--- src/rtl/acc_alu_pkg.sv ---
package acc_alu_pkg;
  localparam int DATA_W  = 8;
  localparam int FLAG_CT = 4;
  localparam int FN = 3;
  localparam int FZ = 2;
  localparam int FC = 1;
  localparam int FV = 0;

  typedef enum logic [3:0] {
    OP_SHL  = 4'd0,
    OP_SHR  = 4'd1,
    OP_RTL  = 4'd2,
    OP_RTR  = 4'd3,
    OP_INC  = 4'd4,
    OP_DEC  = 4'd5,
    OP_AND  = 4'd6,
    OP_OR   = 4'd7,
    OP_XOR  = 4'd8,
    OP_ADD  = 4'd9,
    OP_SUB  = 4'd10,
    OP_CMP  = 4'd11,
    OP_CCLR = 4'd12,
    OP_CSET = 4'd13,
    OP_IDL0 = 4'd14,
    OP_IDL1 = 4'd15
  } alu_op_e;

  typedef logic [FLAG_CT-1:0] flag_vec_t;
endpackage

--- src/rtl/acc_alu_core.sv ---
module acc_alu_core
  import acc_alu_pkg::*;
#(
  parameter int W = DATA_W
) (
  input  alu_op_e      op,
  input  logic [W-1:0] a,
  input  logic [W-1:0] b,
  input  logic         c_in,
  output logic [W-1:0] res,
  output flag_vec_t    fval
);
  localparam int MSB = W - 1;

  logic         use_inv;
  logic         add_cin;
  logic [W-1:0] b_eff;
  logic [W:0]   sum;
  logic [W-1:0] nz_src;
  logic         c_new;

  always_comb begin
    use_inv = (op == OP_SUB) || (op == OP_CMP);
    add_cin = (op == OP_CMP) ? 1'b1 : c_in;
  end

  assign b_eff = use_inv ? ~b : b;
  assign sum   = {1'b0, a} + {1'b0, b_eff} + {{W{1'b0}}, add_cin};

  always_comb begin
    res   = a;
    c_new = c_in;
    unique case (op)
      OP_SHL:  begin res = {b[MSB-1:0], 1'b0}; c_new = b[MSB]; end
      OP_SHR:  begin res = {1'b0, b[MSB:1]};   c_new = b[0];   end
      OP_RTL:  begin res = {b[MSB-1:0], c_in}; c_new = b[MSB]; end
      OP_RTR:  begin res = {c_in, b[MSB:1]};   c_new = b[0];   end
      OP_INC:  res = b + 1'b1;
      OP_DEC:  res = b - 1'b1;
      OP_AND:  res = a & b;
      OP_OR:   res = a | b;
      OP_XOR:  res = a ^ b;
      OP_ADD, OP_SUB: begin res = sum[MSB:0]; c_new = sum[W]; end
      OP_CMP:  c_new = sum[W];
      OP_CCLR: c_new = 1'b0;
      OP_CSET: c_new = 1'b1;
      default: res = a;
    endcase
  end

  assign nz_src = (op == OP_CMP) ? sum[MSB:0] : res;

  always_comb begin
    fval[FN] = (op == OP_SHR) ? 1'b0 : nz_src[MSB];
    fval[FZ] = (nz_src == '0);
    fval[FC] = c_new;
    fval[FV] = (a[MSB] == b_eff[MSB]) && (sum[MSB] != a[MSB]);
  end
endmodule

--- src/rtl/acc_alu_mask.sv ---
module acc_alu_mask
  import acc_alu_pkg::*;
(
  input  alu_op_e   op,
  output flag_vec_t wen
);
  always_comb begin
    wen = '0;
    unique case (op)
      OP_SHL, OP_SHR, OP_RTL, OP_RTR, OP_CMP: begin
        wen[FN] = 1'b1; wen[FZ] = 1'b1; wen[FC] = 1'b1;
      end
      OP_INC, OP_DEC, OP_AND, OP_OR, OP_XOR: begin
        wen[FN] = 1'b1; wen[FZ] = 1'b1;
      end
      OP_ADD, OP_SUB: wen = '1;
      OP_CCLR, OP_CSET: wen[FC] = 1'b1;
      default: wen = '0;
    endcase
  end
endmodule

--- src/rtl/acc_alu_flagreg.sv ---
module acc_alu_flagreg
  import acc_alu_pkg::*;
(
  input  logic      clk,
  input  logic      rst_n,
  input  logic      strobe,
  input  flag_vec_t wen,
  input  flag_vec_t dval,
  output flag_vec_t q
);
  for (genvar i = 0; i < FLAG_CT; i++) begin : g_bit
    always_ff @(posedge clk) begin
      if (!rst_n)                q[i] <= 1'b0;
      else if (strobe && wen[i]) q[i] <= dval[i];
    end
  end
endmodule

--- src/rtl/acc_alu_flags.sv ---
module acc_alu_flags
  import acc_alu_pkg::*;
(
  input  logic              clk,
  input  logic              rst_n,
  input  logic              op_strobe,
  input  logic [3:0]        op_code,
  input  logic [DATA_W-1:0] acc_in,
  input  logic [DATA_W-1:0] opnd_in,
  output logic [DATA_W-1:0] result,
  output logic              flag_n,
  output logic              flag_z,
  output logic              flag_c,
  output logic              flag_v
);
  alu_op_e   op;
  flag_vec_t fq;
  flag_vec_t fnew;
  flag_vec_t fwen;

  assign op = alu_op_e'(op_code);

  acc_alu_core #(.W(DATA_W)) u_core (
    .op(op), .a(acc_in), .b(opnd_in), .c_in(fq[FC]), .res(result), .fval(fnew)
  );

  acc_alu_mask u_mask (.op(op), .wen(fwen));

  acc_alu_flagreg u_flags (
    .clk(clk), .rst_n(rst_n), .strobe(op_strobe), .wen(fwen), .dval(fnew), .q(fq)
  );

  assign flag_n = fq[FN];
  assign flag_z = fq[FZ];
  assign flag_c = fq[FC];
  assign flag_v = fq[FV];

  assert_hold_idle_R8: assert property (@(posedge clk) disable iff (!rst_n)
    !op_strobe |=> $stable({flag_n, flag_z, flag_c, flag_v}));

  assert_shr_clears_n_R7: assert property (@(posedge clk) disable iff (!rst_n)
    (op_strobe && op_code == 4'd1) |=> !flag_n);

  assert_logic_keeps_cv_R2: assert property (@(posedge clk) disable iff (!rst_n)
    (op_strobe && op_code inside {[4'd4:4'd8]}) |=> $stable({flag_c, flag_v}));

  assert_cmp_keeps_v_R5: assert property (@(posedge clk) disable iff (!rst_n)
    (op_strobe && op_code == 4'd11) |=> $stable(flag_v));

  assert_carry_clear_R6: assert property (@(posedge clk) disable iff (!rst_n)
    (op_strobe && op_code == 4'd12) |=> (!flag_c && $stable({flag_n, flag_z, flag_v})));

  assert_carry_set_R6: assert property (@(posedge clk) disable iff (!rst_n)
    (op_strobe && op_code == 4'd13) |=> (flag_c && $stable({flag_n, flag_z, flag_v})));

  assert_zero_tracks_result_R7: assert property (@(posedge clk) disable iff (!rst_n)
    (op_strobe && op_code <= 4'd10) |=> (flag_z == ($past(result) == '0)));
endmodule

--- config.mk ---
export PLATFORM = sky130hd
export DESIGN_NAME = acc_alu_flags
export DESIGN_NICKNAME = d
export VERILOG_FILES = /design/src/rtl/acc_alu_pkg.sv /design/src/rtl/acc_alu_core.sv /design/src/rtl/acc_alu_mask.sv /design/src/rtl/acc_alu_flagreg.sv /design/src/rtl/acc_alu_flags.sv
export SDC_FILE = /design/constraint.sdc
export NUM_CORES = 1
export LEC_CHECK = 0
export ABC_CLOCK_PERIOD_IN_PS = 4170
export BUFFER_PORTS_ARGS = -buffer_cell sky130_fd_sc_hd__buf_2
export CAP_MARGIN = 20
export CORE_MARGIN = 2
export CORE_UTILIZATION = 59
export CTS_BUF_LIST = sky130_fd_sc_hd__clkbuf_8
export DETAILED_ROUTE_END_ITERATION = 6
export GPL_ROUTABILITY_DRIVEN = 0
export GPL_TIMING_DRIVEN = 0
export PLACE_DENSITY = 0.81
export SETUP_SLACK_MARGIN = 0.02
export SYNTH_ARGS = -nofsm -noshare
export SYNTH_HDL_FRONTEND = slang
export SYNTH_SLANG_ARGS = --single-unit
--- constraint.sdc ---
create_clock -name clk -period 4.17 [get_ports clk]
set_input_delay 0.417 -clock clk [delete_from_list [all_inputs] [get_ports clk]]
set_output_delay 0.417 -clock clk [all_outputs]
set_load 0.01 [all_outputs]
Word-level counts from Yosys, hierarchy flattened
Index checks and enable logic that the tools add are counted.

storage, ports and cells
  memories = 0
  memory bits (writable) = 0
  latch bits = 0
  output and inout bits = 12
  bits in registers = 4
  input port bits = 23
  word-level logic and storage cells = 52
  bits in read-only memories = 0

operators by class
  divide/modulo/power cells = 0
  bitwise gates (word level) = 4
  equality and inequality tests = 15
  reductions and logical operators = 16
  order comparisons = 0
  multipliers = 0
  muxes and demuxes = 9
  shifts and indexed selects = 0
  add/subtract/negate cells = 4

operator list
  cell                   count
  $pmux W8 S10           1
  $eq A4 B4 Y1 const B   6
  $eq A4 B3 Y1 const B   4
  $mux W8                2
  $reduce_or A12 Y1      1
  $add A8 B8 Y9          1
  $add A9 B1 Y9          1
  $reduce_or A9 Y1       1
  $add A8 B1 Y8 const B  1
  $and A8 B8 Y8          1
  $eq A4 B2 Y1 const B   2
  $logic_not A8 Y1       1
  $not A8 Y8             1
  $or A8 B8 Y8           1
  $sub A8 B1 Y8 const B  1
  $xor A8 B8 Y8          1
  $reduce_or A2 Y1       3
  $logic_and A1 B1 Y1    5
  $pmux W1 S5            1
  $reduce_bool A5 Y1     1
  $eq A4 B1 Y1 const B   1
  $logic_not A4 Y1       1
  $mux W1                4
  $reduce_or A3 Y1       1
  other kinds (5)        5

Logic depth before layout (Yosys ltp)
  word-level depth = 8
  mapped depth = 13
  mapped depth without buffers = 12

Modules after synthesis
A second synthesis with hierarchy kept.

unflattened totals
  cells, all modules = 291
  area total of the unflattened synthesis = 2,128.3 um^2

modules (own cells, without submodules)
  module           area each (um^2)  seq. area each (um^2)  cells each  instances
  acc_alu_core     1,910.6           0.0                    263         1
  acc_alu_flagreg  170.2             80.1                   21          1
  acc_alu_mask     47.5              0.0                    7           1

Worst setup path before layout
Ideal clock, no wire load.

  kind = input to register
  start = input port op_code[3]
  end = register u_flags.q[2]
  library setup time = 0.084 ns
  cell stages on the path = 13
  arrival = 3.772 ns
  path slack = 0.314 ns
  data required time = 4.086 ns
  buffers on the path = 1
  cell sequence = clkbuf_1 nor2b_1 nand2_1 xnor2_1 fa_1 fa_1 xor2_1 nor3_1 nor2_1 o32a_1 nor4_1 or4b_1 o31ai_2

between the ends
  longest elaborated chain between the ends = 8
  elaborated cells between the ends (all ways) = 24
  classes of those cells = add/sub: 2; eq/ne: 11; mux: 5; reduce/logical: 6

ends and longest elaborated chain
  item                                    RTL line                                                    text
  start, declared                         acc_alu_flags.sv:7                                          input logic [3:0] op_code,
  $eq A4 B4 Y1, on equally long branches  acc_alu_core.sv:23, acc_alu_core.sv:33, acc_alu_core.sv:24
  $logic_or A1 B1 Y1                      acc_alu_core.sv:23                                          use_inv = (op == OP_SUB) || (op == OP_CMP);
  $mux W8                                 acc_alu_core.sv:27                                          assign b_eff = use_inv ? ~b : b;
  $add A8 B8 Y9                           acc_alu_core.sv:28                                          assign sum = {1'b0, a} + {1'b0, b_eff} + {{W{1'b0}}, add_cin};
  $add A9 B1 Y9                           acc_alu_core.sv:28
  $pmux W8 S10 *                          acc_alu_core.sv:33                                          unique case (op)
  named net result[2]                     acc_alu_flags.sv:10                                         output logic [DATA_W-1:0] result,
  $mux W8 *                               acc_alu_core.sv:51                                          assign nz_src = (op == OP_CMP) ? sum[MSB:0] : res;
  $logic_not A8 Y1 *                      acc_alu_core.sv:55                                          fval[FZ] = (nz_src == '0);
  end signal, assigned by index           acc_alu_flagreg.sv:14                                       else if (strobe && wen[i]) q[i] <= dval[i];
  end, declared                           acc_alu_flagreg.sv:9                                        output flag_vec_t q

Mark *: on every way through the listed nets, which the timed path passes. The rest lies on a longest branch.
A chain may end at the register's enable or synchronous reset.

Worst setup path after layout
  start = input port op_code[3]
  end = register u_flags.q[2]

between the ends
  longest elaborated chain between the ends = 8
  elaborated cells between the ends (all ways) = 24
  classes of those cells = add/sub: 2; eq/ne: 11; mux: 5; reduce/logical: 6

ends and longest elaborated chain
  item                                    RTL line
  $eq A4 B4 Y1, on equally long branches  -
  $logic_or A1 B1 Y1                      acc_alu_core.sv:23
  $mux W8                                 acc_alu_core.sv:27
  $add A8 B8 Y9                           acc_alu_core.sv:28
  $add A9 B1 Y9                           acc_alu_core.sv:28
  $pmux W8 S10                            acc_alu_core.sv:33
  $mux W8                                 acc_alu_core.sv:51
  $logic_not A8 Y1                        acc_alu_core.sv:55

Several ways; a longest one is shown, not always the timed one.

==> impl_metrics.env <==
export IMPL_vdd_drop_max_mv=0.08438
export IMPL_layout_setup_ws_ps=207.3
export IMPL_crit_family="simple AND/OR/NAND/NOR gates"
export IMPL_largest_reg_flops=4
export IMPL_r2r_end="u_flags.q[2]$_SDFFE_PN0P_"
export IMPL_cp_data_required_time_ps=4300
export IMPL_final_setup_skew_ps=2.763
export IMPL_path_buf_inv=1
export IMPL_synth_seq_cells=4
export IMPL_die_w_um=60.33
export IMPL_path_clk_slew_ps=30
export IMPL_pin_count=35
export IMPL_yosysWarnings=0
export IMPL_fin_util_pct=71.03
export IMPL_post_place_ws_ps=-543.0
export IMPL_totalNegativeSetupSlack_ps=0
export IMPL_period_share_pct=95.03
export IMPL_p_int_uw=212.9
export IMPL_ys_types=55
export IMPL_die_h_um=60.33
export IMPL_synth_enable_flop_cells=0
export IMPL_combPwrFrac_pct=68.4
export IMPL_top_register="u_flags.q"
export IMPL_relSlewSlack_pct=58.24
export IMPL_ant_nets=0
export IMPL_hold_violations=0
export IMPL_synthArstFlopShare_pct=0
export IMPL_setup_viol=0
export IMPL_cp_end_kind="register"
export IMPL_worst_path_max_delay_cell="or4b_1"
export IMPL_clockPowerShare_pct=21.0
export IMPL_area_delta_synth_final_pct=14.91
export IMPL_remaining_drc_errors=0
export IMPL_cp_startpoint="op_code[3]"
export IMPL_cts_tree="done"
export IMPL_tightest_slew_ps=624.1
export IMPL_reg2reg_depth=10
export IMPL_layout_min_cycle_time_ps=3963
export IMPL_cts_hold_buf=0
export IMPL_hold_path_class="reg2reg"
export IMPL_vias_per_cell=6.287
export IMPL_drv_slew=0
export IMPL_placed_cells=340
export IMPL_criticalPathCategory="in2reg"
export IMPL_syn_area_per_cell_sq_um=7.117
export IMPL_cpMostUsedCell="fa_1"
export IMPL_critPathMaxStageDelay_ps=500
export IMPL_drv_cap=0
export IMPL_critPathCapture="u_flags.q[2]$_SDFFE_PN0P_"
export IMPL_crit_fanout=15
export IMPL_power_density_mw_per_mm2=183.5
export IMPL_fmax_mhz=252.4
export IMPL_p_total_uw=394.7
export IMPL_std_cell_rows=20
export IMPL_grt_pass1_wl_mm=8.797
export IMPL_vias=2150
export IMPL_postSynthCellCount=263
export IMPL_yosysTopAreaCell="ha_1"
export IMPL_antenna_cells=0
export IMPL_clock_latency_ps=220
export IMPL_synth_cell_area_sq_mm=0.001872
export IMPL_postRouteWirelength_mm=5.492
export IMPL_p_sw_uw=181.7
export IMPL_drtIter0Drc=206
export IMPL_clock_path_buffers=2
export IMPL_syn_num_nets=318
export IMPL_p_sw_share_pct=46.05
export IMPL_dieArea_sq_mm=0.003639
export IMPL_final_common_cell="buf_2"
export IMPL_drive_above_1_share_pct=17.79
export IMPL_grt_total_usage_pct=32.23
export IMPL_total_leakage_power_nw=0.9941
export IMPL_top_regs="u_flags.q (4)"
export IMPL_io_buffers=33
export IMPL_stdcell_count=342
export IMPL_place_hpwl_mm=4.371
export IMPL_critical_path_depth=13
export IMPL_globalRouteOverflowTotal=0
export IMPL_antenna_found_initial=0
export IMPL_rsz0062_at_grt="false"
export IMPL_reg2reg_from="u_flags.q[1]$_SDFFE_PN0P_"
export IMPL_coreArea_sq_mm=0.003028
export IMPL_seqPwrFrac_pct=10.6
export IMPL_wl_per_cell_um=16.06
export IMPL_yosys_area_top_type_share_pct=19.39
export IMPL_htree_levels=1
export IMPL_reg2reg_slack_ps=780
export IMPL_root_buffer="clkbuf_8"
export IMPL_finalNetCount=355
export IMPL_cp_arrival_ps=4090
export IMPL_clkSinkCount=4
export IMPL_first_global_vias=1881
export IMPL_yosysSeqAreaShare_pct=4.278
export IMPL_dr_pass1_iters=5
export IMPL_crit_chain="buf_2 -> nor2b_4 -> nand2_4 -> xnor2_1 -> fa_1 -> fa_1 -> xor2_1 -> nor3_1 -> nor2_1 -> o32a_1 -> nor4_1 -> or4b_1 -> o31ai_2"
export IMPL_start_kind="input pin"
export IMPL_initial_utilization_pct=61.82
export IMPL_cts_buffers=3
export IMPL_synth_flop_cell="dfxtp_1"
export IMPL_grt_max_degree=16
export IMPL_final_cell_mix="buf_2, ha_1, nor2_1"
export IMPL_status="complete, no violations"
export IMPL_synth_area_leaders="ha_1, xnor2_1, o21ai_0"
## how the worst min path moves through the flow
stage / end / depth (start not counted) / slack (ps) / start
3_3_place_gp: u_flags.q[3]$_SDFFE_PN0P_ / 2 / 450 / u_flags.q[3]$_SDFFE_PN0P_
4_1_cts: u_flags.q[3]$_SDFFE_PN0P_ / 2 / 470 / u_flags.q[3]$_SDFFE_PN0P_
5_1_grt: u_flags.q[0]$_SDFFE_PN0P_ / 2 / 480 / rst_n
2_1_floorplan: u_flags.q[3]$_SDFFE_PN0P_ / 2 / 500 / u_flags.q[3]$_SDFFE_PN0P_
6_report: u_flags.q[3]$_SDFFE_PN0P_ / 2 / 460 / u_flags.q[3]$_SDFFE_PN0P_
3_5_place_dp: u_flags.q[3]$_SDFFE_PN0P_ / 2 / 460 / u_flags.q[3]$_SDFFE_PN0P_
## kinds of logic after synthesis
logic type,count (synthesis),share of synthesized area (%)
xor+xnor,19,9.292
fa+ha+maj,32,22.59
mux,3,1.671
compound gates,79,29.48
flops,4,4.278
buf+inv,30,6.684
simple gates,96,26.00
## timing repair
action | CTS | global route
resized for setup | 1 | 6
endpoints found under the setup margin | 5 | 4
setup buffers | 0 | 0
## cell usage after synthesis (3+ instances only)
| cell type | n |
|---|---|
| buf_2 | 4 |
| xnor2_1 | 13 |
| o21bai_1 | 3 |
| a31oi_1 | 3 |
| nor2b_1 | 6 |
| nor3b_1 | 3 |
| a211oi_1 | 5 |
| nor2_1 | 25 |
| a2bb2oi_1 | 3 |
| clkbuf_1 | 6 |
| o211ai_1 | 6 |
| inv_1 | 19 |
| nand2_1 | 22 |
| a21oi_1 | 11 |
| a22oi_1 | 4 |
| nand2b_1 | 6 |
| dfxtp_1 | 4 |
| ha_1 | 29 |
| nor4_1 | 3 |
| and3_1 | 5 |
| nand4_1 | 3 |
| o22ai_1 | 3 |
| xor2_1 | 5 |
| fa_1 | 3 |
| nor3_1 | 10 |
| o21ai_0 | 20 |
## worst reg2reg max path, cell delays in order, from the launching register on
cell	delay, ps
dfxtp_1	340
nand2b_1	170
fa_1	420
fa_1	440
xor2_1	200
nor3_1	140
nor2_1	70
o32a_1	390
nor4_1	450
or4b_1	500
o31ai_2	190
## power groups by stage
stage / clock [mW] / combinational, mW / sequential (mW)
3_5_place_dp: 0 / 0.261 / 0.0423
5_1_grt: 0.0854 / 0.299 / 0.0422
6_report: 0.0829 / 0.270 / 0.0417
2_1_floorplan: 0 / 0.182 / 0.0428
4_1_cts: 0.0847 / 0.262 / 0.0418
3_3_place_gp: 0 / 0.257 / 0.0422
## cell type report
class	instances	area, sq um
multi-input cells	229	1687
fillers	277	877.1
repair buffers	33	165.2
flip-flops and latches	4	80.08
inverters	19	71.32
well taps	44	55.05
plain buffers	10	51.30
clock buffers	3	41.29
## through the flow
step	hold WS (ps)	area, sq um
global placement	450.9	2092
detailed placement	461.9	2092
CTS	469.7	2132
finish	461.8	2151
global route	484.8	2151
floorplan	495.6	1872
## metal layers
metal	wire, um	GRT usage, %	vias up
li1	-	-	1039
met3	407	2.597	16
met5	0	0	-
met2	2571	53.26	102
met1	2377	42.56	993
met4	136	14.29	0
(Power assumes the default switching activity.)
